--- config.mk ---
export PLATFORM = sky130hd
export DESIGN_NAME = bayer_line_fmt
export DESIGN_NICKNAME = d
export VERILOG_FILES = /design/src/rtl/bayer_fmt_pkg.sv /design/src/rtl/fmt_timing.sv /design/src/rtl/fmt_addr.sv /design/src/rtl/fmt_outreg.sv /design/src/rtl/bayer_line_fmt.sv
export SDC_FILE = /design/constraint.sdc
export NUM_CORES = 1
export LEC_CHECK = 0
export BUFFER_PORTS_ARGS = -buffer_cell sky130_fd_sc_hd__buf_4
export CAP_MARGIN = 15
export CORE_MARGIN = 2
export CORE_UTILIZATION = 39
export CTS_BUF_LIST = sky130_fd_sc_hd__clkbuf_4 sky130_fd_sc_hd__clkbuf_8 sky130_fd_sc_hd__clkbuf_16
export CTS_CLUSTER_SIZE = 40
export DETAILED_ROUTE_END_ITERATION = 12
export MAX_ROUTING_LAYER = met4
export PLACE_DENSITY = 0.7
export SYNTH_ARGS = -nofsm -noshare
export SYNTH_HDL_FRONTEND = slang
export SYNTH_SLANG_ARGS = --single-unit
--- constraint.sdc ---
create_clock -name clk -period 2 [get_ports clk]
set_input_delay 0.4 -clock clk [delete_from_list [all_inputs] [get_ports clk]]
set_output_delay 0.4 -clock clk [all_outputs]
set_load 0.03 [all_outputs]
--- src/rtl/bayer_fmt_pkg.sv ---
package bayer_fmt_pkg;

  typedef enum logic [1:0] {
    FMT_DUAL   = 2'd0,
    FMT_GREEN  = 2'd1,
    FMT_SINGLE = 2'd2,
    FMT_BYTE   = 2'd3
  } fmt_mode_e;

  // Secondary channel is driven only in the two-channel formats.
  function automatic logic fmt_dual_chan(fmt_mode_e m);
    return (m == FMT_DUAL) || (m == FMT_GREEN);
  endfunction

  // Line 0 is dark in every format except single-row.
  function automatic logic fmt_line_shown(fmt_mode_e m, logic first_line);
    return (m == FMT_SINGLE) || !first_line;
  endfunction

  // Pixel strobe: byte format every slot, otherwise odd slot of a column.
  function automatic logic fmt_strobe(fmt_mode_e m, logic slot_odd);
    return (m == FMT_BYTE) || slot_odd;
  endfunction

  // Primary channel sample; ph = slot[1:0], ph[1] is the column parity.
  function automatic logic [7:0] fmt_pick_y(fmt_mode_e m, logic [1:0] ph,
                                            logic line_odd,
                                            logic [7:0] bg, logic [7:0] gr);
    case (m)
      FMT_DUAL:   return gr;
      FMT_GREEN:  return ph[1] ? bg : gr;
      FMT_SINGLE: return line_odd ? gr : bg;
      default:    return (ph == 2'd1 || ph == 2'd2) ? gr : bg;
    endcase
  endfunction

  // Secondary channel sample.
  function automatic logic [7:0] fmt_pick_uv(fmt_mode_e m, logic [1:0] ph,
                                             logic [7:0] bg, logic [7:0] gr);
    case (m)
      FMT_DUAL:  return bg;
      FMT_GREEN: return ph[1] ? gr : bg;
      default:   return 8'd0;
    endcase
  endfunction

endpackage

--- src/rtl/fmt_timing.sv ---
module fmt_timing
  import bayer_fmt_pkg::*;
#(
  parameter int COLS  = 352,
  parameter int BLANK = 64,
  parameter int LINES = 292,
  localparam int LINE_LEN = 2 * COLS + BLANK,
  localparam int SLOT_W   = $clog2(LINE_LEN),
  localparam int LINE_W   = $clog2(LINES)
) (
  input  logic              clk,
  input  logic              rst_n,
  input  logic              frame_start,
  input  fmt_mode_e         mode_in,
  output logic              run,
  output fmt_mode_e         mode_q,
  output logic [LINE_W-1:0] line_cnt,
  output logic [SLOT_W-1:0] slot_cnt,
  output logic              active
);
  localparam logic [SLOT_W-1:0] SLOT_LAST = SLOT_W'(LINE_LEN - 1);
  localparam logic [SLOT_W-1:0] ACT_END   = SLOT_W'(2 * COLS);
  localparam logic [LINE_W-1:0] LINE_LAST = LINE_W'(LINES - 1);

  logic slot_wrap;
  logic frame_done;

  assign slot_wrap  = (slot_cnt == SLOT_LAST);
  assign frame_done = slot_wrap && (line_cnt == LINE_LAST);
  assign active     = run && (slot_cnt < ACT_END);

  always_ff @(posedge clk) begin
    if (!rst_n) begin
      run      <= 1'b0;
      mode_q   <= FMT_DUAL;
      line_cnt <= '0;
      slot_cnt <= '0;
    end else if (frame_start) begin
      run      <= 1'b1;
      mode_q   <= mode_in;
      line_cnt <= '0;
      slot_cnt <= '0;
    end else if (run) begin
      if (slot_wrap) begin
        slot_cnt <= '0;
        line_cnt <= frame_done ? '0 : line_cnt + 1'b1;
        if (frame_done) run <= 1'b0;
      end else begin
        slot_cnt <= slot_cnt + 1'b1;
      end
    end
  end

endmodule

--- src/rtl/fmt_addr.sv ---
module fmt_addr
  import bayer_fmt_pkg::*;
#(
  parameter int COLS  = 352,
  parameter int BLANK = 64,
  parameter int LINES = 292,
  localparam int LINE_LEN = 2 * COLS + BLANK,
  localparam int SLOT_W   = $clog2(LINE_LEN),
  localparam int LINE_W   = $clog2(LINES),
  localparam int COL_W    = $clog2(COLS)
) (
  input  fmt_mode_e         mode_q,
  input  logic [LINE_W-1:0] line_cnt,
  input  logic [SLOT_W-1:0] slot_cnt,
  output logic [LINE_W-1:0] row_pair,
  output logic [COL_W-1:0]  rd_col
);
  logic [LINE_W-1:0] line_back;

  assign line_back = (line_cnt == '0) ? '0 : line_cnt - 1'b1;
  assign rd_col    = slot_cnt[COL_W:1];

  always_comb begin
    if (mode_q == FMT_SINGLE) row_pair = line_cnt >> 1;
    else                      row_pair = line_back >> 1;
  end

endmodule

--- src/rtl/fmt_outreg.sv ---
module fmt_outreg
  import bayer_fmt_pkg::*;
(
  input  logic       clk,
  input  logic       rst_n,
  input  logic       run,
  input  fmt_mode_e  mode_q,
  input  logic       shown,
  input  logic [1:0] phase,
  input  logic       line_odd,
  input  logic [7:0] bg_pix,
  input  logic [7:0] gr_pix,
  output logic       href,
  output logic       pclk_en,
  output logic [7:0] y_out,
  output logic [7:0] uv_out,
  output logic       uv_oe
);
  always_ff @(posedge clk) begin
    if (!rst_n) begin
      href    <= 1'b0;
      pclk_en <= 1'b0;
      y_out   <= '0;
      uv_out  <= '0;
      uv_oe   <= 1'b0;
    end else begin
      href    <= shown;
      pclk_en <= shown && fmt_strobe(mode_q, phase[0]);
      y_out   <= shown ? fmt_pick_y(mode_q, phase, line_odd, bg_pix, gr_pix) : 8'd0;
      uv_out  <= shown ? fmt_pick_uv(mode_q, phase, bg_pix, gr_pix) : 8'd0;
      uv_oe   <= run && fmt_dual_chan(mode_q);
    end
  end

endmodule

--- src/rtl/bayer_line_fmt.sv ---
module bayer_line_fmt
  import bayer_fmt_pkg::*;
#(
  parameter int COLS  = 352,
  parameter int BLANK = 64,
  parameter int LINES = 292,
  localparam int LINE_LEN = 2 * COLS + BLANK,
  localparam int SLOT_W   = $clog2(LINE_LEN),
  localparam int LINE_W   = $clog2(LINES),
  localparam int COL_W    = $clog2(COLS)
) (
  input  logic              clk,
  input  logic              rst_n,
  input  logic              frame_start,
  input  logic [1:0]        mode_sel,
  input  logic [7:0]        bg_pix,
  input  logic [7:0]        gr_pix,
  output logic [LINE_W-1:0] row_pair,
  output logic [COL_W-1:0]  rd_col,
  output logic              href,
  output logic              pclk_en,
  output logic [7:0]        y_out,
  output logic [7:0]        uv_out,
  output logic              uv_oe
);
  // Named internal events, observed by the bound checker.
  logic              run;
  fmt_mode_e         cur_mode;
  logic [LINE_W-1:0] line_cnt;
  logic [SLOT_W-1:0] slot_cnt;
  logic              active;
  logic              line_shown;

  fmt_timing #(.COLS(COLS), .BLANK(BLANK), .LINES(LINES)) u_timing (
    .clk         (clk),
    .rst_n       (rst_n),
    .frame_start (frame_start),
    .mode_in     (fmt_mode_e'(mode_sel)),
    .run         (run),
    .mode_q      (cur_mode),
    .line_cnt    (line_cnt),
    .slot_cnt    (slot_cnt),
    .active      (active)
  );

  fmt_addr #(.COLS(COLS), .BLANK(BLANK), .LINES(LINES)) u_addr (
    .mode_q   (cur_mode),
    .line_cnt (line_cnt),
    .slot_cnt (slot_cnt),
    .row_pair (row_pair),
    .rd_col   (rd_col)
  );

  assign line_shown = active && fmt_line_shown(cur_mode, line_cnt == '0);

  fmt_outreg u_out (
    .clk      (clk),
    .rst_n    (rst_n),
    .run      (run),
    .mode_q   (cur_mode),
    .shown    (line_shown),
    .phase    (slot_cnt[1:0]),
    .line_odd (line_cnt[0]),
    .bg_pix   (bg_pix),
    .gr_pix   (gr_pix),
    .href     (href),
    .pclk_en  (pclk_en),
    .y_out    (y_out),
    .uv_out   (uv_out),
    .uv_oe    (uv_oe)
  );

endmodule

==> implementation parameters <==
Parameter                              Value

Power
  Worst VDD drop ... about 0.47 mV
  Power per standard cell area ... 585 mW/mm2
  Sequential Power Share ... 0.477
  Switching Power ... between 400 and 500 uW
  Switching fraction of total power ... 0.229
  Share of total power in the clock network ... 0.400
  Portion of total power attributed to combinational logic ... 0.123
  Standby leakage power ... between 0.001 and 0.0015 uW
  Internal power summed over all cells ... ~1400 uW

Logic synthesis
  Cell taking the most area after synthesis ... sky130_fd_sc_hd__dfxtp_1
  Mapped Area ... roughly 0.0022 mm2
  Instance count of the mapped netlist ... 240
  Post-synthesis area per instance ... around 9.0 um2
  Portion of the post-synthesis area used by sequential elements ... 0.381
  Flop and latch count out of synthesis ... a little over 40
  Top-count cell post-synth ... sky130_fd_sc_hd__dfxtp_1
  Primary flip-flop cell chosen by synthesis mapping ... sky130_fd_sc_hd__dfxtp_1
  Proportion of register bits with asynchronous set or reset after synthesis ... 0
  Cell types with the largest area share after synthesis ... sky130_fd_sc_hd__dfxtp_1 (38%), sky130_fd_sc_hd__mux2i_1 (8.8%), sky130_fd_sc_hd__nor2_1 (6.4%)
  Number of synthesized flops with an enable pin ... 0
  Top cells by instance count after synthesis ... sky130_fd_sc_hd__dfxtp_1 (41), sky130_fd_sc_hd__nor2_1 (37), sky130_fd_sc_hd__mux2i_1 (19), sky130_fd_sc_hd__nand2_1 (14)
  Count of unique library cells instantiated by Yosys ... 46
  Post-synth top area share ... 0.381
  Warnings from Yosys ... 0
  Net Count, Synth ... around 270

Worst setup path
  Kind of start point of the critical path ... register
  Start point of the critical path ... u_timing.line_cnt[3]$_SDFFE_PP0P_
  Critical Path End ... row_pair[7]
  Critical path data arrival time ... between 1500 and 2000 ps
  Crit path capture type ... primary output
  Number of buffer and inverter instances along the worst setup path ... 2
  Terminus of the critical flop-to-flop path ... u_timing.line_cnt[1]$_SDFFE_PP0P_
  Delay-heaviest family, CP ... simple AND/OR/NAND/NOR gates
  CP peak stage delay ... about 340 ps
  Reg-to-reg startpoint ... u_timing.slot_cnt[0]$_SDFFE_PP0P_
  Levels on crit path ... 6
  Data required time at the worst endpoint ... around 1600 ps
  Cell-by-cell trace of the critical path ... nor3_4 -> nand2_2 -> buf_6 -> nor3_4 -> mux2_4 -> buf_6
  CP Max Fanout ... 2
  Setup slack on the worst flop-to-flop path ... 260 ps
  R2R cell count ... 5
  Setup CP Type ... register to primary output
  Critical-path cell with the highest stage delay ... sky130_fd_sc_hd__dfxtp_2

Cells and area
  Share of post-route cells with drive strength above 1 ... 0.403
  Layout fillers ... around 510
  Final standard cell count with taps included and fillers excluded ... 380
  Sequential cell area ... between 800 and 900 um2
  Area added between synthesis and finish ... 38.9%
  Net count, final ... around 330
  Multi-input logic area ... roughly 0.0013 mm2
  Number of diodes ... 0

Min path
  Worst hold-check path type ... input pin to register

Status
  Violations in the final reports ... negative setup slack
  Run status ... complete, but fails checks

Floorplan
  Effective utilization at floorplan ... 0.399
  Row cnt ... 27
  Number of placed I/O pins ... 58
  Area of the core region ... ~0.0054 mm2
  Overall die width ... approximately 78 um
  Floorplan die area ... ~0.0061 mm2
  Height of the chip ... a little under 80 um

Detailed routing
  Met3 Routed Length ... 179 um
  Average detailed-routed wire length per instance ... about 14 um
  Average vias per placed instance ... about 5
  Count of nets left with antenna violations after detail routing ... 0
  DRC violation total after the first TritonRoute iteration ... about 200
  Number of DRC violations after detailed routing ... 0
  Top layer in use ... met4
  Detailed-route via count ... between 1500 and 2000
  Wl on met1 ... between 2 and 2.5 mm
  First-pass detailed-route iteration total ... 4
  Aggregate routed wire length ... a little over 5 mm
  Met2 layer wire length in the routed design ... 2.73 mm

Clock tree
  Number of clock sinks ... 41
  H-tree depth reported by CTS ... 2
  CTS buffer count ... 5
  Clock transition time at the flip-flop clock pins of the worst setup and hold paths ... around 80 ps
  Root buf cell ... sky130_fd_sc_hd__clkbuf_8
  Number of buffers added to fix hold violations after cts ... 0
  TritonCTS clock tree ... built
  Source-to-sink clock delay at the later pin of the worst-skew pair ... 290 ps
  Deepest clock path buffer count ... 2

Global route
  Number of antenna violations at the first check in global routing ... 0
  Global route overflow ... 0
  Global-route wire length before repair ... about 9 mm
  Largest net degree at the start of global routing ... 19
  Via count of the first global-routing pass ... roughly 1900
  All-Layer GR Usage ... 0.183

Placed design
  # port buffers ... 56
  Place WS ... between 200 and 250 ps
  Routability-driven placement congestion ratio ... around 0.8
  Cell count after placement ... 366
  Placed wire-length estimate ... around 3.8 mm

STA
  Final number of max-transition violations ... 0
  Setup clock skew after layout ... ~5.9 ps
  Setup slack of the critical path after layout ... -63.6 ps
  Post-route clock period utilization ... 1.03
  Count of final setup violators ... 7
  F_max ... 485 MHz
  Unrepaired setup endpoints after global routing ... true
  Time the worst path needs with I/O delays and setup ... 2060 ps
  Final-layout setup total negative slack ... -175 ps
  Hold Fails Final Rpt ... 0

Job
  Max-cap violations ... 0
-- repair_timing --
| action | 4_1_cts | 5_1_grt |
|---|---|---|
| pin swaps | 11 | 5 |
| gates cloned | 0 | 0 |
| resized for setup | 28 | 14 |
| buffers inserted | 5 | 1 |
| setup endpoints to repair | 8 | 8 |
-- sequential cells by signal, summed over array words and instances, names as in the netlist --
signal,flops
u_out.href,1
u_out.pclk_en,1
u_timing.mode_q,2
u_out.uv_out,8
u_timing.run,1
u_timing.line_cnt,9
u_out.y_out,8
u_timing.slot_cnt,10
u_out.uv_oe,1
-- power by group through the flow --
stage          Combinational (uW)  Clock (uW)  Sequential (uW)
2_1_floorplan                 112           0              861
3_3_place_gp                  200           0              854
3_5_place_dp                  201           0              854
4_1_cts                       207         715              835
5_1_grt                       235         755              837
6_report                      215         700              836
-- layout by cell type (no fill, tap or decap), types with 8 or more instances in the layout --
cell type                 Yosys  layout
sky130_fd_sc_hd__buf_4       11      72
sky130_fd_sc_hd__buf_6        2      10
sky130_fd_sc_hd__dfxtp_1     41      34
sky130_fd_sc_hd__mux2i_1     19      19
sky130_fd_sc_hd__nand2_1     14      13
sky130_fd_sc_hd__nand3_1     11      11
sky130_fd_sc_hd__nor2_1      37      31
sky130_fd_sc_hd__nor3_1       9       8
sky130_fd_sc_hd__xnor2_1      9       9
sky130_fd_sc_hd__xor2_1       9       9
-- worst register-to-register path: cells and delay by family (launching register included) --
family | cells | cell delay, ps
DFF | 1 | 400
adders and majority gates | 1 | 230
and+or+nand+nor | 3 | 830
AOI/OAI and AO/OA | 1 | 150
-- metal layers --
| layer | vias to the layer above | GRT usage |
|---|---|---|
| li1 | 956 | - |
| met1 | 893 | 0.223 |
| met2 | 46 | 0.309 |
| met3 | 10 | 0.0264 |
| met4 | 0 | 0.0684 |
| met5 | - | - |
-- cells by family (layout without fill, tap and decap cells) --
| group | after synthesis | in the layout | share of synthesized area |
|---|---|---|---|
| mux | 20 | 20 | 0.0934 |
| fa+ha+maj | 4 | 4 | 0.0232 |
| flops | 41 | 41 | 0.381 |
| simple gates | 114 | 114 | 0.288 |
| xor+xnor | 18 | 18 | 0.0731 |
| buf+inv | 27 | 95 | 0.0754 |
| compound gates | 15 | 15 | 0.0639 |
| other cells | 1 | 1 | 0.00174 |
-- through the flow --
| step | hold WS [ps] | utilization | cell area, um2 | power [uW] |
|---|---|---|---|---|
| 2_1_floorplan | 482 | - | 2160 | 973 |
| 3_3_place_gp | 506 | 0.495 | 2680 | 1050 |
| 3_5_place_dp | 523 | 0.495 | 2680 | 1060 |
| 4_1_cts | 339 | 0.542 | 2930 | 1760 |
| 5_1_grt | 347 | 0.554 | 2990 | 1830 |
| 6_report | 349 | 0.554 | 2990 | 1750 |
-- worst min-delay path by stage --
stage	from	endpoint	cells after the start
after floorplan	u_timing.slot_cnt[0]$_SDFFE_PP0P_	u_timing.slot_cnt[0]$_SDFFE_PP0P_	2
after detailed placement	u_timing.slot_cnt[0]$_SDFFE_PP0P_	u_timing.slot_cnt[0]$_SDFFE_PP0P_	2
after global routing	bg_pix[7]	u_out.y_out[7]$_SDFF_PN0_	3
after CTS	bg_pix[4]	u_out.y_out[4]$_SDFF_PN0_	3
after global placement	u_timing.line_cnt[1]$_SDFFE_PP0P_	u_timing.line_cnt[1]$_SDFFE_PP0P_	2
final	bg_pix[4]	u_out.y_out[4]$_SDFF_PN0_	3
-- area by class of cell --
type	count	share of cell area
clock buffers	7	0.0301
clock inverters	1	0.0100
inverters	5	0.00794
multi-input cells	172	0.427
flip-flops and latches	41	0.277
well taps	72	0.0301
repair buffers	82	0.218
(Power assumes the default switching activity.)
